### src/rtl/irq_pkg.sv
package irq_pkg;
   localparam int NSRC    = 4;
   localparam int REG_W   = 8;
   localparam int EN_BASE = 3;
   localparam int GIE_BIT = 7;

   typedef enum logic [1:0] {
      SRC_PORT = 2'd0,
      SRC_EXT  = 2'd1,
      SRC_TMR  = 2'd2,
      SRC_NVM  = 2'd3
   } src_e;
endpackage

### src/rtl/irq_pin_edge.sv
module irq_pin_edge #(
   parameter int STAGES = 2
) (
   input  logic clk,
   input  logic rst_n,
   input  logic pin,
   input  logic rise_sel,
   output logic edge_hit
);
   if (STAGES < 2) begin : g_bad_stages
      $error("irq_pin_edge: STAGES must be at least 2");
   end

   logic [STAGES-1:0] sync_q;
   logic              prev_q;

   for (genvar s = 0; s < STAGES; s++) begin : g_sync
      if (s == 0) begin : g_first
         always_ff @(posedge clk or negedge rst_n)
            if (!rst_n) sync_q[s] <= 1'b0;
            else        sync_q[s] <= pin;
      end else begin : g_next
         always_ff @(posedge clk or negedge rst_n)
            if (!rst_n) sync_q[s] <= 1'b0;
            else        sync_q[s] <= sync_q[s-1];
      end
   end

   always_ff @(posedge clk or negedge rst_n)
      if (!rst_n) prev_q <= 1'b0;
      else        prev_q <= sync_q[STAGES-1];

   always_comb begin
      if (rise_sel) edge_hit = sync_q[STAGES-1] & ~prev_q;
      else          edge_hit = ~sync_q[STAGES-1] & prev_q;
   end
endmodule

### src/rtl/irq_flag_cell.sv
module irq_flag_cell (
   input  logic clk,
   input  logic rst_n,
   input  logic hw_set,
   input  logic sw_wr,
   input  logic sw_val,
   output logic flag
);
   always_ff @(posedge clk or negedge rst_n) begin
      if (!rst_n)      flag <= 1'b0;
      else if (hw_set) flag <= 1'b1;
      else if (sw_wr)  flag <= sw_val;
   end
endmodule

### src/rtl/irq_svc_ctl.sv
module irq_svc_ctl (
   input  logic clk,
   input  logic rst_n,
   input  logic take_ok,
   input  logic ret_stb,
   input  logic sw_wr,
   input  logic sw_gie,
   output logic gie,
   output logic in_svc
);
   always_ff @(posedge clk or negedge rst_n) begin
      if (!rst_n) begin
         gie    <= 1'b0;
         in_svc <= 1'b0;
      end else if (ret_stb) begin
         gie    <= 1'b1;
         in_svc <= 1'b0;
      end else if (take_ok) begin
         gie    <= 1'b0;
         in_svc <= 1'b1;
      end else if (sw_wr) begin
         gie    <= sw_gie;
      end
   end
endmodule

### src/rtl/irq_vec_ctrl.sv
module irq_vec_ctrl
   import irq_pkg::*;
#(
   parameter int            VEC_W       = 13,
   parameter logic [12:0]   VEC_ADDR    = 13'h0004,
   parameter int            SYNC_STAGES = 2
) (
   input  logic               clk,
   input  logic               rst_n,
   input  logic               tmr_ovf,
   input  logic               ext_pin,
   input  logic               ext_rise_sel,
   input  logic               port_chg,
   input  logic               nvm_done,
   input  logic               reg_wr,
   input  logic               reg_sel,
   input  logic [REG_W-1:0]   reg_wdata,
   output logic [REG_W-1:0]   reg_rdata,
   input  logic               take_stb,
   input  logic               ret_stb,
   output logic               irq_req,
   output logic [VEC_W-1:0]   vec_addr
);
   if (VEC_W < 3 || VEC_W > 13) begin : g_bad_vec
      $error("irq_vec_ctrl: VEC_W must lie in 3..13");
   end

   logic [NSRC-1:0] set_vec;
   logic [NSRC-1:0] wr_hit;
   logic [NSRC-1:0] wr_val;
   logic [NSRC-1:0] flag_q;
   logic [NSRC-1:0] en_q;
   logic            ext_edge;
   logic            gie;
   logic            in_svc;
   logic            take_ok;
   logic            main_wr;

   irq_pin_edge #(.STAGES(SYNC_STAGES)) u_pin (
      .clk      (clk),
      .rst_n    (rst_n),
      .pin      (ext_pin),
      .rise_sel (ext_rise_sel),
      .edge_hit (ext_edge)
   );

   assign main_wr = reg_wr & ~reg_sel;

   always_comb begin
      set_vec[SRC_PORT] = port_chg;
      set_vec[SRC_EXT]  = ext_edge;
      set_vec[SRC_TMR]  = tmr_ovf;
      set_vec[SRC_NVM]  = nvm_done;
   end

   for (genvar i = 0; i < NSRC; i++) begin : g_flag
      if (i == int'(SRC_NVM)) begin : g_aux
         assign wr_hit[i] = reg_wr & reg_sel;
         assign wr_val[i] = reg_wdata[0];
      end else begin : g_main
         assign wr_hit[i] = main_wr;
         assign wr_val[i] = reg_wdata[i];
      end
      irq_flag_cell u_cell (
         .clk    (clk),
         .rst_n  (rst_n),
         .hw_set (set_vec[i]),
         .sw_wr  (wr_hit[i]),
         .sw_val (wr_val[i]),
         .flag   (flag_q[i])
      );
   end

   always_ff @(posedge clk or negedge rst_n) begin
      if (!rst_n)       en_q <= '0;
      else if (main_wr) en_q <= reg_wdata[EN_BASE +: NSRC];
   end

   irq_svc_ctl u_svc (
      .clk     (clk),
      .rst_n   (rst_n),
      .take_ok (take_ok),
      .ret_stb (ret_stb),
      .sw_wr   (main_wr),
      .sw_gie  (reg_wdata[GIE_BIT]),
      .gie     (gie),
      .in_svc  (in_svc)
   );

   assign irq_req  = gie & ~in_svc & (|(flag_q & en_q));
   assign take_ok  = take_stb & irq_req;
   assign vec_addr = VEC_ADDR[VEC_W-1:0];

   always_comb begin
      if (reg_sel) reg_rdata = {{(REG_W-1){1'b0}}, flag_q[SRC_NVM]};
      else         reg_rdata = {gie, en_q, flag_q[SRC_TMR:SRC_PORT]};
   end
endmodule

### config.mk
export PLATFORM = sky130hd
export DESIGN_NAME = irq_vec_ctrl
export DESIGN_NICKNAME = d
export VERILOG_FILES = /design/src/rtl/irq_pkg.sv /design/src/rtl/irq_pin_edge.sv /design/src/rtl/irq_flag_cell.sv /design/src/rtl/irq_svc_ctl.sv /design/src/rtl/irq_vec_ctrl.sv
export SDC_FILE = /design/constraint.sdc
export NUM_CORES = 1
export LEC_CHECK = 0
export BUFFER_PORTS_ARGS = -buffer_cell sky130_fd_sc_hd__buf_4
export CAP_MARGIN = 20
export CORE_ASPECT_RATIO = 2
export CORE_UTILIZATION = 25
export CTS_CLUSTER_SIZE = 24
export DETAILED_ROUTE_END_ITERATION = 10
export MAX_ROUTING_LAYER = met4
export PLACE_DENSITY = 0.48
export SYNTH_ARGS = -nofsm -noshare
export SYNTH_HDL_FRONTEND = slang
export SYNTH_SLANG_ARGS = --single-unit
export TNS_END_PERCENT = 1
### constraint.sdc
create_clock -name clk -period 1.46 [get_ports clk]
set_clock_uncertainty 0.1 [all_clocks]
set_input_delay 0.146 -clock clk [delete_from_list [all_inputs] [get_ports clk]]
set_output_delay 0.146 -clock clk [all_outputs]
set_load 0.01 [all_outputs]
# After elaboration in Yosys (flattened, before gate mapping)
# Cells that the tools add are included.
[totals]
regBits = 13
latchBits = 0
ramBits = 0
romBits = 0
input_bits = 19
out_inout_bits = 22
n_memories = 0
[classes]
add_sub_neg = 0
n_mul = 0
div = 0
order_cmp = 0
n_eq_ne = 0
shift = 0
n_mux = 15
bitwise_logic = 12
reduce_logical = 7
[ops]
columns = ["op", "count"]
rows = [
  ["two-way mux 1 bit", 14],
  ["nonzero test 2 bit", 5],
  ["two-way mux 8 bit", 1],
  ["bitwise AND 1 bit", 7],
  ["bitwise AND 4 bit", 1],
  ["NOT 1 bit", 4],
  ["OR reduction 4 bit", 1],
  ["nonzero test 3 bit", 1],
]

# Longest topological paths before layout
[depth]
ltp_word = 6
mapped_depth = 4
mapped_depth_nobuf = 3

# Cells and area by module
# Synthesis repeated with hierarchy kept, for this count alone.
[unflattened]
cells_unflattened = 64
hier_area_um2 = 735.7
[modules_own_cells]
columns = ["module", "instances", "cells_each", "area_each_um2", "seq_area_each_um2"]
rows = [
  ["irq_vec_ctrl", 1, 40, 402.9, 100.1],
  ["irq_flag_cell", 4, 3, 40.0, 25.0],
  ["irq_pin_edge", 1, 6, 97.6, 75.1],
  ["irq_svc_ctl", 1, 6, 75.1, 50.0],
]

# Worst setup path after synthesis
# OpenSTA, ideal clock, no wires.
[synth_timing]
path_kind = "input to register"
startpoint = "input port reg_wr"
endpoint = "register u_svc.gie"
setup_time_ps = 126
arrival_ps = 878
setup_slack_ps = 356
cell_stages = 4
n_path_buf = 1
cell_sequence = "nor2b_1 > buf_6 > mux2_4 > o32a_1"
[synth_via]
elab_chain_cells = 2
[synth_rtl]
columns = ["element", "line", "text"]
rows = [
  ["start, declared", "irq_vec_ctrl.sv:15", "input logic reg_wr,"],
  ["bitwise AND 1 bit", "irq_vec_ctrl.sv:47", "assign main_wr = reg_wr & ~reg_sel;"],
  ["nonzero test 3 bit (no line)", "n/a", ""],
  ["end signal, assigned", "irq_svc_ctl.sv:22", "gie <= sw_gie;"],
  ["end, declared", "irq_svc_ctl.sv:8", "output logic gie,"],
]
# No other way between the ends.
# A chain may end at the register's enable or synchronous reset.

# Worst setup path after layout
[layout_timing]
startpoint = "register g_flag[2].u_cell.flag"
endpoint = "output port irq_req"
[layout_via]
elab_chain_cells = 3
[layout_rtl]
columns = ["element", "line", "text"]
rows = [
  ["start, declared", "irq_flag_cell.sv:7", "output logic flag"],
  ["start signal, assigned", "irq_flag_cell.sv:12", "else if (sw_wr) flag <= sw_val;"],
  ["bitwise AND 4 bit", "irq_vec_ctrl.sv:90", "assign irq_req = gie & ~in_svc & (|(flag_q & en_q));"],
  ["OR reduction 4 bit", "irq_vec_ctrl.sv:90", ""],
  ["bitwise AND 1 bit", "irq_vec_ctrl.sv:90", ""],
  ["end, declared", "irq_vec_ctrl.sv:21", "output logic irq_req,"],
]
# No other way between the ends.

==> results by group <==
Critical path
  – Nature of the critical path startpoint: flip-flop
  – Crit. Startpoint: g_flag[2].u_cell.flag
  – CP max FO: 2
  – FF-to-FF path depth: 4
  – Crit path kind: reg2out
  – Worst R2R Start: g_flag[3].u_cell.flag
  – R2r endpoint: u_svc.gie
  – Element type at the critical path end: output pin
  – Worst Path Required: 1.21 ns
  – CP arrival: 1.19 ns
  – R2R Setup Slk: between 0.2 and 0.25 ns

Floorplanning
  – Die span in y: 76.8 microns
  – I/O pins: 41
  – Die area: 0.00303 sq mm
  – Initial Utilization: approximately 27%
  – Cell Rows: 26
  – Core area: 0.00260 sq mm
  – Die Width: 39.4 microns

Drt
  – Routed vias: roughly 540
  – Detail Route Antenna Nets: 0
  – Router iterations before antenna repair: 2
  – Drt drc: 0
  – First DRT Iteration DRCs: 16
  – Drt total wl: 1.51 mm
  – Via density: around 4.3
  – Post-DR wirelength/cell: 12.0 microns

Finish
  – Finished Layout Cells: between 100 and 150
  – Final core occ: approximately two fifths
  – Total Nets Final: 118
  – Antenna cells: 0
  – Fill cell count: around 260
  – Share of layout cells above drive strength 1: 44.9%
  – Area of the multi-input gates: 302 sq um
  – Register area: about 330 sq um
  – Synthesis-to-finish area growth: 43.1%

Run
  – Max-cap viol count: 0

Timing
  – Maximum clock rate: 696 MHz
  – Setup violators final: 0
  – Final period utilization: 98.4%
  – Setup Total Neg Slack: 0 ns
  – Min Clock Period, post-route: approximately 1.4 ns
  – RSZ-0062 raised after global routing: true
  – Final worst slack: between 0.02 and 0.025 ns
  – Fin. max-slew vios: 0
  – Hold Fails Final Rpt: 0

Hold path
  – Hold Path Sink: g_flag[2].u_cell.flag
  – Hold WC Path Type: in2reg
  – Hold path cells: 2
  – Worst hold start: tmr_ovf

Placement
  – IO Port Bufs: 27
  – Setup Slack @ Placement: 0.160 ns
  – GP Congestion: 0.727
  – Post-placement cell count: 115

Synth
  – Post-synth EDFFs: 0
  – Syn Inst Count: 62
  – YS warnings: 0
  – Flops & latches, synth: 13
  – Netlist cell types: 22
  – Avg Cell Area, Syn: 11.3 sq um
  – Post-synthesis sequential area ratio: roughly 47%
  – Ys flop type: dfrtp_1
  – Cell area after synthesis: 699 sq um
  – Asr flop ratio synth: 100%

Global routing
  – Vias in the first global route: roughly 560
  – Largest net degree at the start of global routing: 14
  – Antenna violations before repair: 0
  – Grt ovf: 0
  – Total GRT Usage: 11.8%
  – First-pass GRT wire length: 2.37 mm

Clock tree
  – H-tree depth: 1
  – Number of buffers created by CTS: 3
  – Clock-pin slew on the worst setup and hold paths: 0.05 ns
  – Clk root buf: clkbuf_8
  – Clk sinks: 13
  – Clock Tree Buf Depth: 2
  – CTS tree: built
  – Worst-Skew Late Latency: 0.24 ns

Power and ir drop
  – Power per cell area: around 1000 mW/mm^2
  – P_leak: ~0.47 nW
  – Worst IR Drop VDD: 658 uV
  – Pwr Total: around 1.0 mW

Status
  – Status: completed
Yosys cell counts (2+ instances only):
cell type,number,area [sq um]
dfrtp_1,13,325
nor2b_1,10,62.6
conb_1,2,7.51
buf_4,13,97.6
mux2_2,5,56.3
a22o_1,2,17.5
a211o_1,2,17.5
worst max path at each step:
stage | to | depth (start not counted)
finish | irq_req | 4
global route | irq_req | 4
CTS | irq_req | 4
detailed placement | irq_req | 4
global placement | u_svc.gie | 5
floorplan | u_svc.gie | 4
worst max-delay path: stages, from the launching register on:
cell,delay [ns]
dfrtp_1,0.37
a22o_1,0.24
o21ai_2,0.15
nor2_1,0.05
buf_4,0.14
state kept, by name (all words and copies together), names as in the netlist:
signal,cells
u_pin.sync_q,2
u_svc.in_svc,1
en_q,4
u_pin.prev_q,1
u_svc.gie,1
g_flag.u_cell.flag,4
kinds of logic after synthesis:
family | synth area share (%)
other cells | 1.07
mux | 11.6
buf+inv | 16.8
simple gates | 13.4
flops | 46.5
compound gates | 10.6
layer usage:
metal  vias up  part of all wire, %  track usage, %
met3         2                  3.4            1.73
met4         0                  1.4            8.28
met1       258                   35            11.2
li1        257                    -               -
met2        20                   60            19.7
met5         -                    0               -
placed cells by master, fill, tap and decap left out:
master          n
buf_4          32
conb_1         13
dfrtp_1        13
nor2b_1        10
mux2_2          5
clkbuf_8        3
dlygate4sd3_1   3
a22o_1          2
a211o_1         2
o21ai_2         1
nor2_1          1
mux2i_1         1
nand3b_1        1
or3b_2          1
nand3_1         1
a21boi_1        1
a311o_1         1
nand2b_1        1
mux2_4          1
o32a_1          1
inv_1           1
o22ai_1         1
clkbuf_1        1
buf_12          1
power breakdown:
group | leakage [nW] | switching [mW] | total (mW) | internal, mW
Combinational | 0.306 | 0.107 | 0.265 | 0.158
Clock | 0.0228 | 0.121 | 0.313 | 0.192
Sequential | 0.144 | 0.0264 | 0.426 | 0.399
metrics by stage:
stage	instance area [sq um]	hold slack, ns
finish	1000	0.00592
global route	1000	0.0100
CTS	1000	0.00482
detailed placement	892	-0.0944
global placement	892	-0.0983
floorplan	741	-0.250
what timing repair did:
action | in CTS | in global routing
pin swaps | 2 | 0
endpoints found under the setup margin | 1 | 1
resized for setup | 1 | 0
buffers inserted | 4 | 0
endpoints found under the hold margin | 15 | 0
hold buffers | 3 | 0
cell type report:
class                      instances  area share [%]
sequential                        13            32.5
multi-input combinational         44            30.1
timing repair buffer              36            29.0
clock buffer                       4            4.50
tap                               28            3.50
inverter                           1           0.375
Note: power is estimated with default switching activity, not from simulation.
